[config.mk]
export PLATFORM = sky130hd
export DESIGN_NAME = rolling_row_seq
export DESIGN_NICKNAME = d
export VERILOG_FILES = /design/src/rtl/rrs_pkg.sv /design/src/rtl/rrs_trig_sync.sv /design/src/rtl/rrs_cfg_bank.sv /design/src/rtl/rrs_row_timer.sv /design/src/rtl/rolling_row_seq.sv
export SDC_FILE = /design/constraint.sdc
export NUM_CORES = 1
export LEC_CHECK = 0
export BUFFER_PORTS_ARGS = -buffer_cell sky130_fd_sc_hd__buf_2
export CAP_MARGIN = 10
export CORE_MARGIN = 2
export CORE_UTILIZATION = 29
export DETAILED_ROUTE_END_ITERATION = 16
export SLEW_MARGIN = 20
export SYNTH_ARGS = -nofsm -noshare
export SYNTH_HDL_FRONTEND = slang
export SYNTH_SLANG_ARGS = --single-unit
[constraint.sdc]
create_clock -name clk -period 14 [get_ports clk]
set_clock_uncertainty 0.1 [all_clocks]
set_input_delay 2.8 -clock clk [delete_from_list [all_inputs] [get_ports clk]]
set_output_delay 2.8 -clock clk [all_outputs]
set_load 0.1 [all_outputs]
[src/rtl/rrs_pkg.sv]
package rrs_pkg;

  // register select codes on the write port
  typedef enum logic [1:0] {
    SEL_MODE  = 2'd0,
    SEL_FRAME = 2'd1,
    SEL_EXPO  = 2'd2,
    SEL_SPARE = 2'd3
  } cfg_sel_e;

  // frame length must leave at least one blanking line
  function automatic int unsigned fit_frame(input int unsigned req,
                                            input int unsigned active);
    return (req < active + 1) ? active + 1 : req;
  endfunction

  // exposure kept between one line and one line short of a frame
  function automatic int unsigned fit_expo(input int unsigned req,
                                           input int unsigned frame);
    if (req == 0) return 1;
    if (req > frame - 1) return frame - 1;
    return req;
  endfunction

  // line index at which a fresh sequence starts clearing row 0
  function automatic int unsigned lead_line(input int unsigned frame,
                                            input int unsigned expo);
    return frame - expo;
  endfunction

  // clear pointer runs expo lines ahead of the read pointer, modulo frame
  function automatic int unsigned ahead_row(input int unsigned line,
                                            input int unsigned expo,
                                            input int unsigned frame);
    int unsigned s;
    s = line + expo;
    return (s >= frame) ? s - frame : s;
  endfunction

  function automatic logic ahead_wraps(input int unsigned line,
                                       input int unsigned expo,
                                       input int unsigned frame);
    return (line + expo) >= frame;
  endfunction

endpackage

[src/rtl/rrs_trig_sync.sv]
module rrs_trig_sync #(
  parameter int STAGES = 2
) (
  input  logic clk,
  input  logic rst_n,
  input  logic trig_async,
  output logic trig_rise
);
  // STAGES synchronizing flops plus one for edge detection
  logic [STAGES:0] chain;

  always_ff @(posedge clk or negedge rst_n) begin
    if (!rst_n) chain <= '0;
    else        chain <= {chain[STAGES-1:0], trig_async};
  end

  assign trig_rise = chain[STAGES-1] & ~chain[STAGES];
endmodule

[src/rtl/rrs_cfg_bank.sv]
module rrs_cfg_bank
  import rrs_pkg::*;
#(
  parameter int ACTIVE_ROWS = 960,
  parameter int LINE_W      = 12,
  parameter int DEF_FRAME   = 990,
  parameter int DEF_EXPO    = 500
) (
  input  logic              clk,
  input  logic              rst_n,
  input  logic              we,
  input  logic [1:0]        addr,
  input  logic [LINE_W-1:0] wdata,
  output logic              single_mode,
  output logic [LINE_W-1:0] frame_fit,
  output logic [LINE_W-1:0] expo_fit
);
  logic [LINE_W-1:0] frame_raw;
  logic [LINE_W-1:0] expo_raw;

  always_ff @(posedge clk or negedge rst_n) begin
    if (!rst_n) begin
      single_mode <= 1'b0;
      frame_raw   <= LINE_W'(DEF_FRAME);
      expo_raw    <= LINE_W'(DEF_EXPO);
    end else if (we) begin
      case (cfg_sel_e'(addr))
        SEL_MODE:  single_mode <= wdata[0];
        SEL_FRAME: frame_raw   <= wdata;
        SEL_EXPO:  expo_raw    <= wdata;
        default:   ;
      endcase
    end
  end

  assign frame_fit = LINE_W'(fit_frame(32'(frame_raw), ACTIVE_ROWS));
  assign expo_fit  = LINE_W'(fit_expo(32'(expo_raw), 32'(frame_fit)));
endmodule

[src/rtl/rrs_row_timer.sv]
module rrs_row_timer #(
  parameter int ROW_CLKS = 1650
) (
  input  logic clk,
  input  logic rst_n,
  input  logic clear,
  input  logic run,
  input  logic hold,
  output logic line_first,
  output logic line_done
);
  localparam int CNT_W = (ROW_CLKS > 1) ? $clog2(ROW_CLKS) : 1;
  localparam logic [CNT_W-1:0] CNT_LAST = CNT_W'(ROW_CLKS - 1);

  logic [CNT_W-1:0] cnt;
  logic             live;

  assign live = run & ~hold;

  always_ff @(posedge clk or negedge rst_n) begin
    if (!rst_n)                  cnt <= '0;
    else if (clear)              cnt <= '0;
    else if (live) cnt <= (cnt == CNT_LAST) ? '0 : cnt + 1'b1;
  end

  assign line_first = live & (cnt == '0);
  assign line_done  = live & (cnt == CNT_LAST);
endmodule

[src/rtl/rolling_row_seq.sv]
module rolling_row_seq
  import rrs_pkg::*;
#(
  parameter int ACTIVE_ROWS = 960,
  parameter int ROW_CLKS    = 1650,
  parameter int LINE_W      = 12,
  parameter int DEF_FRAME   = 990,
  parameter int DEF_EXPO    = 500,
  parameter int SYNC_STAGES = 2,
  localparam int ROW_W      = $clog2(ACTIVE_ROWS)
) (
  input  logic              clk,
  input  logic              rst_n,
  input  logic              standby,
  input  logic              trig_in,
  input  logic              cfg_we,
  input  logic [1:0]        cfg_addr,
  input  logic [LINE_W-1:0] cfg_wdata,
  output logic              rst_stb,
  output logic [ROW_W-1:0]  rst_row,
  output logic              rd_stb,
  output logic [ROW_W-1:0]  rd_row,
  output logic              frame_start,
  output logic              frame_end
);
  localparam logic [LINE_W-1:0] ACT_L  = LINE_W'(ACTIVE_ROWS);
  localparam logic [LINE_W-1:0] LAST_L = LINE_W'(ACTIVE_ROWS - 1);

  // named internal events, also watched by the checker
  logic              single_mode;
  logic [LINE_W-1:0] frame_fit, expo_fit;
  logic              trig_rise;
  logic              start, line_first, line_done, leave_last, stop_now;
  logic              frame_wrap;
  logic              run_q, pre_q, end_q;
  logic [LINE_W-1:0] line_q, frame_q, expo_q;
  logic [LINE_W-1:0] ahead;
  logic              ahead_wrapped, rst_ok, rd_ok;

  rrs_cfg_bank #(
    .ACTIVE_ROWS(ACTIVE_ROWS), .LINE_W(LINE_W),
    .DEF_FRAME(DEF_FRAME), .DEF_EXPO(DEF_EXPO)
  ) u_cfg (
    .clk(clk), .rst_n(rst_n), .we(cfg_we), .addr(cfg_addr), .wdata(cfg_wdata),
    .single_mode(single_mode), .frame_fit(frame_fit), .expo_fit(expo_fit)
  );

  rrs_trig_sync #(.STAGES(SYNC_STAGES)) u_trig (
    .clk(clk), .rst_n(rst_n), .trig_async(trig_in), .trig_rise(trig_rise)
  );

  rrs_row_timer #(.ROW_CLKS(ROW_CLKS)) u_timer (
    .clk(clk), .rst_n(rst_n), .clear(start), .run(run_q), .hold(standby),
    .line_first(line_first), .line_done(line_done)
  );

  // start: idle, awake, and either continuous or a fresh trigger edge
  assign start      = ~run_q & ~standby & (single_mode ? trig_rise : 1'b1);
  assign frame_wrap = line_done & (line_q == frame_q - 1'b1);
  assign leave_last = line_done & ~pre_q & (line_q == LAST_L);
  assign stop_now   = leave_last & single_mode;

  always_ff @(posedge clk or negedge rst_n) begin
    if (!rst_n) begin
      run_q   <= 1'b0;
      pre_q   <= 1'b0;
      end_q   <= 1'b0;
      line_q  <= '0;
      frame_q <= '0;
      expo_q  <= '0;
    end else begin
      end_q <= leave_last;
      if (start) begin
        run_q   <= 1'b1;
        pre_q   <= 1'b1;
        frame_q <= frame_fit;
        expo_q  <= expo_fit;
        line_q  <= LINE_W'(lead_line(32'(frame_fit), 32'(expo_fit)));
      end else if (frame_wrap) begin
        line_q <= '0;
        pre_q  <= 1'b0;
        if (!pre_q) begin
          frame_q <= frame_fit;
          expo_q  <= expo_fit;
        end
      end else if (stop_now) begin
        run_q  <= 1'b0;
        line_q <= '0;
      end else if (line_done) begin
        line_q <= line_q + 1'b1;
      end
    end
  end

  // clear pointer derived from the read pointer and the exposure
  assign ahead         = LINE_W'(ahead_row(32'(line_q), 32'(expo_q), 32'(frame_q)));
  assign ahead_wrapped = ahead_wraps(32'(line_q), 32'(expo_q), 32'(frame_q));
  // in triggered mode, clears belonging to the next frame are suppressed
  assign rst_ok = (ahead < ACT_L) & ~(single_mode & ~pre_q & ahead_wrapped);
  assign rd_ok  = ~pre_q & (line_q < ACT_L);

  assign rst_stb     = line_first & rst_ok;
  assign rst_row     = ahead[ROW_W-1:0];
  assign rd_stb      = line_first & rd_ok;
  assign rd_row      = line_q[ROW_W-1:0];
  assign frame_start = rd_stb & (line_q == '0);
  assign frame_end   = end_q;
endmodule

After elaboration in Yosys (flattened, before gate mapping)
Cells that the tools add are included.
{"block": "op_classes", "addsub": 7, "magnitude_cmp": 5, "eq_ne": 7, "n_mux": 28, "n_bitwise": 22, "n_reduce_logical": 13}
{"op": "$mux 12", "count": 15}
{"op": "$lt 12x10->1 const B", "count": 3}
{"op": "$mux 11", "count": 3}
{"op": "$gt 12x32->1", "count": 1}
{"op": "$logic_not 12->1", "count": 2}
{"op": "$sub 12x12->12", "count": 2}
{"op": "$and 1x1->1", "count": 17}
{"op": "$add 12x12->13", "count": 1}
{"op": "$ge 13x12->1", "count": 1}
{"op": "$sub 12x1->13 const B", "count": 1}
{"op": "$add 12x1->12 const B", "count": 1}
{"op": "$eq 12x10->1 const B", "count": 1}
{"op": "$eq 12x12->1", "count": 1}
{"op": "$sub 12x1->12 const B", "count": 1}
{"op": "$add 11x1->11 const B", "count": 1}
{"op": "$eq 11x11->1 const B", "count": 1}
{"op": "$logic_not 11->1", "count": 1}
{"op": "$mux 1", "count": 10}
{"op": "$reduce_and 2->1", "count": 5}
{"op": "$reduce_bool 2->1", "count": 3}
{"op": "$not 1->1", "count": 5}
{"op": "$ne 2x2->1 const B", "count": 2}
{"op": "$reduce_bool 4->1", "count": 1}
{"op": "$eq 2x1->1 const B", "count": 1}
{"op": "2 further kinds", "count": 2}
{"block": "totals", "ff_bits": 78, "input_bits": 19, "output_inout_bits": 24, "word_cells": 93}

Longest topological paths before layout
Gate-level depths: netlist of run 1.
{"block": "logic_depth", "depth_word": 11, "mapped_depth": 28, "depth_no_buf": 25}

Modules after synthesis
From an unflattened synthesis of run 1, not the netlist that was laid out.
{"block": "hier_totals", "cells_unflattened": 741, "area_unflattened_um2": 6846.6}
{"mod": "rolling_row_seq", "instances": 1, "cells_per_inst": 487, "area_each_um2": 4197.8, "seq_area_each_um2": 975.9}
{"mod": "rrs_cfg_bank", "instances": 1, "cells_per_inst": 177, "area_each_um2": 1866.8, "seq_area_each_um2": 643.1}
{"mod": "rrs_row_timer", "instances": 1, "cells_per_inst": 73, "area_each_um2": 693.2, "seq_area_each_um2": 275.3}
{"mod": "rrs_trig_sync", "instances": 1, "cells_per_inst": 4, "area_each_um2": 88.8, "seq_area_each_um2": 75.1}

Worst setup path after synthesis of run 1
OpenSTA, ideal clock, no wires.
{"block": "synth_timing", "kind": "in2out", "start": "input port standby", "end": "output port frame_start", "t_arrival_ps": 5666, "required_time_ps": 11100, "slack_ps": 5434, "stages": 5, "n_path_buf": 1, "path_cell_list": "nor2b_1 -> clkbuf_1 -> nand4_1 -> nor2_1 -> and4_1"}
{"block": "synth_between", "elab_chain_cells": 5}
{"element": "start: declaration", "line": "rolling_row_seq.sv:14", "text": "input logic standby,"}
{"element": "$not 1->1", "line": "rrs_row_timer.sv:18", "text": "assign live = run & ~hold;"}
{"element": "$and 1x1->1", "line": "rrs_row_timer.sv:18"}
{"element": "$and 1x1->1", "line": "rrs_row_timer.sv:26", "text": "assign line_first = live & (cnt == '0);"}
{"element": "$and 1x1->1", "line": "rolling_row_seq.sv:104", "text": "assign rd_stb = line_first & rd_ok;"}
{"element": "net rd_stb", "line": "rolling_row_seq.sv:21", "text": "output logic rd_stb,"}
{"element": "$and 1x1->1", "line": "rolling_row_seq.sv:106", "text": "assign frame_start = rd_stb & (line_q == '0);"}
{"element": "end: declaration", "line": "rolling_row_seq.sv:23", "text": "output logic frame_start,"}
The timed path passes the listed nets, and every way through them passes these cells.

Worst setup path in the final report of run 1
{"block": "layout_timing", "start": "register line_q[0]", "end": "output port rst_stb"}
{"block": "layout_between", "elab_chain_cells": 6, "elab_cells_between_ends": 9, "classes_between": "2 x add/sub; 2 x order compare; 1 x mux; 4 x bitwise"}
{"element": "start: declaration", "line": "rolling_row_seq.sv:36", "text": "logic [LINE_W-1:0] line_q, frame_q, expo_q;"}
{"element": "start signal: assignment", "line": "rolling_row_seq.sv:78", "text": "line_q <= LINE_W'(lead_line(32'(frame_fit), 32'(expo_fit)));"}
{"element": "start signal: assignment", "line": "rolling_row_seq.sv:90", "text": "line_q <= line_q + 1'b1;"}
{"element": "$add 12x12->13 (*)", "line": "rrs_pkg.sv:36, rrs_pkg.sv:43"}
{"element": "$sub 12x12->12 or $ge 13x12->1 (tied branches)", "line": "rrs_pkg.sv:37, rrs_pkg.sv:43"}
{"element": "$mux 12 or $and 1x1->1 (tied branches)", "line": "rrs_pkg.sv:37, rolling_row_seq.sv:99"}
{"element": "$lt 12x10->1 or $not 1->1 (tied branches)", "line": "rolling_row_seq.sv:99", "text": "assign rst_ok = (ahead < ACT_L) & ~(single_mode & ~pre_q & ahead_wrapped);"}
{"element": "$and 1x1->1 (*)", "line": "rolling_row_seq.sv:99"}
{"element": "$and 1x1->1 (*)", "line": "rolling_row_seq.sv:102", "text": "assign rst_stb = line_first & rst_ok;"}
{"element": "end: declaration", "line": "rolling_row_seq.sv:19", "text": "output logic rst_stb,"}
Every way passes the cells marked *; elsewhere a longest branch is shown, timed or not.

==> results.ini, run 1 <==
[yosys]
synth_edf_count = 0
synth_top_area_cell = dfrtp_1
netlist.area_leader.share = 0.244
synth_area_um2 = 6580
synth_fp_nets = 816
seq_area_frac_synth = 0.299
async_reset_ff_frac = 1.00
synthFlopType = dfrtp_1
synth_area_leaders = dfrtp_1 24%, ha_1 10%, mux2_2 6.0%, dfstp_2 5.6%, xnor2_1 3.7%
synthCells = 741
synth_warnings = 0
avgSynthCellArea_um2 = 8.87
yosys_register_bits = 78
synth_cell_types = 73

[run_status]
run_status = complete, no violations

[floorplanning]
core_area_um2 = 22400
die_area_um2 = 23900
die_h_um = 155
dieWidth_um = 155
initial_core_util = 0.293
boundaryPins = 43
row_count = 55

[detailed_routing]
viasPerCell = 5.18
drtPass1Iterations = 5
drt_wl_total_um = 16700
drtIter0Drc = 262
ant_nets = 0
via_count = 5447
wl_per_cell_um = 15.9
drc = 0

[grt]
grt_max_degree = 49
antenna_found_initial = 0
grt_first_pass_wirelength_um = 27400
grt_pass1_vias = 5199
grt_usage = 0.144
grt-ovfl-total = 0

[run]
maxCapViolations = 0

[layout]
fillCellCount = 2374
drive_above_1_share = 0.175
layout.nets = 836
area_growth_syn_to_layout_pct = 10.1
diodes = 0
instances_no_fill = 1051
multi_input_area_um2 = 4240
regArea_um2 = 1970

[clock_tree]
cts_sinks = 78
cts.clk_slew.worst_paths_ns = 0.06
insertion_delay_ns = 0.35
cts_buffer_depth = 2
cts-root-buf = clkbuf_16
htree_levels = 3
cts_buffers = 9
hold_buffers = 0
cts_tree = built
postCtsSetupRepairBufs = 0
post_cts_resized = 0

[setup_path]
arrival_ns = 5.22
critical_path_class = reg -> out
ff2ff_setup_slack_ns = 7.60
worstPathRequired_ns = 11.10
crit_start = line_q[0]
r2r_cells = 21
cp_max_fo = 8
cp-start-kind = flop
critical_path.endpoint = rst_stb
cp-end-kind = output pin
r2r_end = line_q[11]
r2r_start = u_cfg.frame_raw[7]

[sta]
slew_viol_final = 0
slew_headroom = 0.466
clock.fmax_mhz = 123
finalCriticalPeriod_ns = 8.12
setup_tns_ns = 0
hold_viol_final = 0
rsz0062_at_grt = false
fin_crit_sh = 0.580
worst_slew_pin_slew_ns = 0.797
finalSetupViolCount = 0

[worst_hold_path]
min-delay-path-class = reg -> reg

[placed_design]
routabilityCongestion = 0.836
portBuffers = 42
dpl.hpwl_um = 13100
placed_cells = 1035

cell usage after synthesis (all sizes together) (8+ instances only):
cell	instances
dfstp	14
o21ai	44
nand4	14
nand3	34
nor3	21
dfrtp	64
buf	16
and3	9
a21oi	40
clkbuf	21
and2	8
xnor2	28
nor2	40
nand2	59
xor2	22
inv	44
nor4	18
a21o	12
mux2	38
mux2i	15
ha	53
nand2b	11
o211ai	14
how the worst min path moves through the flow:
stage                     from  slack [ns]  cells past startpoint              end
2_1_floorplan  u_trig.chain[0]        0.23                      0  u_trig.chain[1]
3_3_place_gp   u_trig.chain[0]        0.24                      0  u_trig.chain[1]
3_5_place_dp   u_trig.chain[0]        0.24                      0  u_trig.chain[1]
4_1_cts        u_trig.chain[0]        0.25                      0  u_trig.chain[1]
5_1_grt        u_trig.chain[0]        0.25                      0  u_trig.chain[1]
6_report       u_trig.chain[0]        0.25                      0  u_trig.chain[1]
layout make-up:
class	count	share of cell area
inverters	44	0.0228
repair buffers	46	0.0335
flip-flops and latches	78	0.272
clock inverters	5	0.00501
well taps	285	0.0492
multi-input cells	582	0.585
clock buffers	11	0.0321
per-layer routing:
layer  track usage  vias up  part of all wire
li1              -     2756                 -
met1         0.211     2558              0.52
met2         0.215      115              0.43
met3        0.0255       18             0.043
met4        0.0428        0             0.015
met5             0        -                 0
metrics by stage:
stage                     instance area, um2  hold WS, ns   util  worst slack [ns]
after floorplan                         6580        0.231      -              5.43
after global placement                  6970        0.239  0.311              6.19
after detailed placement                6970        0.236  0.311              6.15
after CTS                               7240        0.249  0.323              5.75
after global routing                    7240        0.255  0.323              5.48
final                                   7240        0.246  0.323              5.88
flip-flops by register name, indices dropped and copies added (netlist names):
name and cells:
run_q 1, u_cfg.expo_raw 12, expo_q 12, line_q 12, pre_q 1, frame_q 12, u_cfg.single_mode 1, u_cfg.frame_raw 12
u_timer.cnt 11, u_trig.chain 3, frame_end 1
cells in the final DEF, fill, tap and decap left out, types with 4 or more instances in the layout:
| master | Yosys | routed |
|---|---|---|
| or2_2 | 5 | 5 |
| xor2_1 | 22 | 22 |
| a21o_1 | 12 | 12 |
| or3_1 | 4 | 4 |
| inv_1 | 44 | 44 |
| mux2i_1 | 15 | 15 |
| o21ai_0 | 40 | 40 |
| o211ai_1 | 14 | 14 |
| nor2_1 | 40 | 40 |
| a31o_2 | 5 | 5 |
| clkbuf_16 | 0 | 9 |
| buf_2 | 1 | 41 |
| o31ai_1 | 4 | 4 |
| and2_1 | 8 | 8 |
| mux2_2 | 35 | 35 |
| nor2b_1 | 5 | 5 |
| nand3b_1 | 6 | 6 |
| nor4_1 | 17 | 17 |
| a221o_1 | 4 | 4 |
| a21oi_1 | 40 | 39 |
| dfrtp_1 | 64 | 64 |
| nor3_1 | 21 | 21 |
| nor3b_1 | 6 | 6 |
| ha_1 | 53 | 53 |
| nand2_1 | 58 | 58 |
| nand4_1 | 13 | 13 |
| nand2b_1 | 11 | 11 |
| a31oi_1 | 4 | 4 |
| o21a_1 | 6 | 6 |
| dfstp_2 | 14 | 14 |
| a22oi_1 | 4 | 4 |
| nand3_1 | 34 | 34 |
| buf_4 | 11 | 5 |
| xnor2_1 | 28 | 28 |
| and3_1 | 9 | 9 |
cell families (layout without fill, tap and decap cells):
family | Yosys count | count (layout) | synth area share
buffers and inverters | 81 | 106 | 0.0563
multiplexers | 53 | 53 | 0.0896
adder cells (fa/ha/maj) | 56 | 56 | 0.110
AND/OR/NAND/NOR | 253 | 253 | 0.205
XOR/XNOR | 50 | 50 | 0.0666
flip-flops | 78 | 78 | 0.299
AO/OA/AOI/OAI | 170 | 170 | 0.174
worst max-delay path, stage by stage, from the launching register on:
cell       delay (ns)
dfrtp_1          0.49
ha_1             0.28
fa_1             0.41
a21o_1           0.21
a21oi_1          0.17
xnor2_1          0.18
ha_1             0.32
nand3_1          0.15
o21bai_1         0.15
nand3_1          0.13
a31o_2           0.27
a2111oi_0        0.49
nor3_1           0.20
or3b_2           0.47
a2111oi_0        0.37
or2_2            0.16
buf_2            0.42
Power of run 1 is not shown: default switching activity piles up to over one toggle a cycle in this logic, so the estimate is an artifact.
==> run 2: changes to the inputs <==
- clock period: 14 -> 6.7 ns (I/O delays scaled with it)
==> run 2 against run 1 <==
Global-route usage grew 0.31 points; flip-flop and latch count did not move; critical path depth did not move; non-clock buffer count rose by 5; routed wire length increased by 2.5%; setup slack got worse by 5.6 ns; sequential share of layout area decreased by 0.26 points; core utilization increased by 0.31 points; first-iteration DRC count is 39% higher; hold slack better by 0.0081 ns; die area unchanged; critical path type unchanged.
==> results.ini, run 2 (synthesis gave the netlist of run 1 again) <==
[run_status]
run_status = complete, no violations

[floorplanning]
core_area_um2 = 22400  ; unchanged
initial_core_util = 0.293  ; unchanged
dieWidth_um = 155  ; unchanged
row_count = 55  ; unchanged
die_h_um = 155  ; unchanged
boundaryPins = 43  ; unchanged
die_area_um2 = 23900  ; unchanged

[clock_tree]
cts-root-buf = clkbuf_16
htree_levels = 3  ; unchanged
cts_buffer_depth = 2  ; unchanged
insertion_delay_ns = 0.34  ; about the same
cts.clk_slew.worst_paths_ns = 0.06  ; about the same
postCtsSetupRepairBufs = 0  ; unchanged
cts_buffers = 9  ; unchanged
cts_sinks = 78  ; unchanged
cts_tree = built

[placed_design]
place_area_um2 = 7010  ; +0.54%
placed_cells = 1040  ; +0.48%
routabilityCongestion = 0.805  ; -3.7%
dp_slack_ns = 0.330  ; -5.82 ns
portBuffers = 42  ; unchanged
dpl.hpwl_um = 13300  ; +1.6%

[detailed_routing]
drt_wl_total_um = 17100  ; +2.5%
ant_nets = 0  ; unchanged
via_count = 5554  ; +2.0%
wl_per_cell_um = 16.2  ; +2.0%
drtIter0Drc = 365  ; +39%
drc = 0  ; unchanged
viasPerCell = 5.26  ; +1.5%
drtPass1Iterations = 5  ; unchanged

[sta]
hold_viol_final = 0  ; unchanged
setup_tns_ns = 0  ; unchanged
slew_viol_final = 0  ; unchanged
finalSetupViolCount = 0  ; unchanged
finalWorstSetupSlack_ns = 0.319  ; -5.56 ns
fin_crit_sh = 0.952
worst_slew_pin_slew_ns = 0.958  ; +0.160 ns
slew_headroom = 0.359  ; -0.107
clock.fmax_mhz = 157
finalCriticalPeriod_ns = 6.38

[setup_path]
cp-end-kind = output pin
cp-start-kind = flop
slowest_stage = or3b_2
max_stage_delay_ns = 0.48  ; about the same
critical_path_class = reg -> out
critical_path_buf_inv_count = 1  ; unchanged
worstPathRequired_ns = 5.26  ; -5.84 ns
worstPathCellList = ha_1 -> fa_1 -> a21o_1 -> a21oi_1 -> xnor2_1 -> ha_1 -> nand3_1 -> o21bai_1 -> nand3_1 -> a31o_2 -> a2111oi_1 -> nor3_1 -> or3b_2 -> a2111oi_2 -> or2_2 -> buf_6
cp_max_fo = 8  ; unchanged
arrival_ns = 4.94  ; -0.28 ns
path_delay_family = compound AO/OA/AOI/OAI gates

[layout]
drive_above_1_share = 0.183  ; +0.00794
final_area_um2 = 7310  ; +0.95%
final_common_cell = dfrtp_1
instances_no_fill = 1056  ; +0.48%
diodes = 0  ; unchanged
fillCellCount = 2357  ; -0.72%
final_cell_mix = 64 x dfrtp_1, 58 x nand2_1, 53 x ha_1
multi_input_area_um2 = 4270  ; +0.59%
regArea_um2 = 1970  ; unchanged
area_growth_syn_to_layout_pct = 11.2
layout.nets = 841  ; +0.60%

[worst_hold_path]
min-delay-path-class = reg -> reg

[grt]
grt_usage = 0.147  ; +0.00311
grt-ovfl-total = 0  ; unchanged
grt_pass1_vias = 5320  ; +2.3%
grt_first_pass_wirelength_um = 28000  ; +2.2%
antenna_found_initial = 0  ; unchanged
grt_max_degree = 54  ; +10%

[run]
maxCapViolations = 0  ; unchanged

==> run 2: changes by cell type in the layout (fill, tap and decap cells not counted), sizes merged <==
| cell | previous run | this run |
|---|---|---|
| clkbuf | 11 | 12 |
| clkinv | 2 | 3 |
| buf | 46 | 51 |
| clkinvlp | 3 | 1 |
==> run 2: what timing repair did <==
action,4_1_cts,5_1_grt
endpoints found under the setup margin,1,11
hold buffers,0,0
cloned,0,0
resized for setup,1,10
==> run 2: per-stage QoR <==
stage           util  hold WS (ns)
2_1_floorplan      -         0.231
5_1_grt        0.326         0.265
3_5_place_dp   0.312         0.246
3_3_place_gp   0.312         0.235
6_report       0.326         0.254
4_1_cts        0.324         0.258
==> run 2: path summary, 6_finish.rpt <==
path                                         start                 to  slack [ns]  cells after the start
worst max-delay path                     line_q[0]            rst_stb        0.32                     16
min in group asynchronous                    rst_n  u_cfg.expo_raw[3]        0.80                      1
worst min-delay path               u_trig.chain[0]    u_trig.chain[1]        0.25                      0
worst min register to register     u_trig.chain[0]    u_trig.chain[1]        0.25                      0
worst max register to register  u_cfg.frame_raw[5]         line_q[11]        0.86                     23
max in group asynchronous                    rst_n    u_trig.chain[0]        4.69                      2
==> run 2: final cells by class <==
class                   instances  share of cell area
multi-input cells             582               0.583
repair buffers                 51              0.0392
well taps                     285              0.0488
flip-flops and latches         78               0.269
clock inverters                 4             0.00308
clock buffers                  12              0.0337
inverters                      44              0.0226
==> run 2: metal layers <==
metal / part of all wire / GRT usage / vias up
met3: 0.054 / 0.0308 / 15
met4: 0.012 / 0.0414 / 0
met2: 0.43 / 0.219 / 143
met1: 0.51 / 0.215 / 2636
met5: 0 / 0 / -
li1: - / - / 2760
==> run 2: worst register-to-register path, stage by stage (launching register included) <==
cell and delay [ns]:
dfrtp_1 0.40, nor4_1 0.45, nand3_1 0.15, nand2_1 0.18, nor2_1 0.06, buf_4 0.15, ha_1 0.31, nand4_1 0.13
mux2i_1 0.26, ha_1 0.28, o21a_1 0.18, a21oi_1 0.20, o211ai_1 0.16, o21a_1 0.41, nand2_1 0.15, o211ai_1 0.22
ha_1 0.37, a21oi_1 0.09, o21ai_0 0.15, nor2_1 0.07, nor4_1 0.40, o21ai_0 0.30, or4_1 0.52, nand4_1 0.09
Power of run 2 is left out for the same reason.
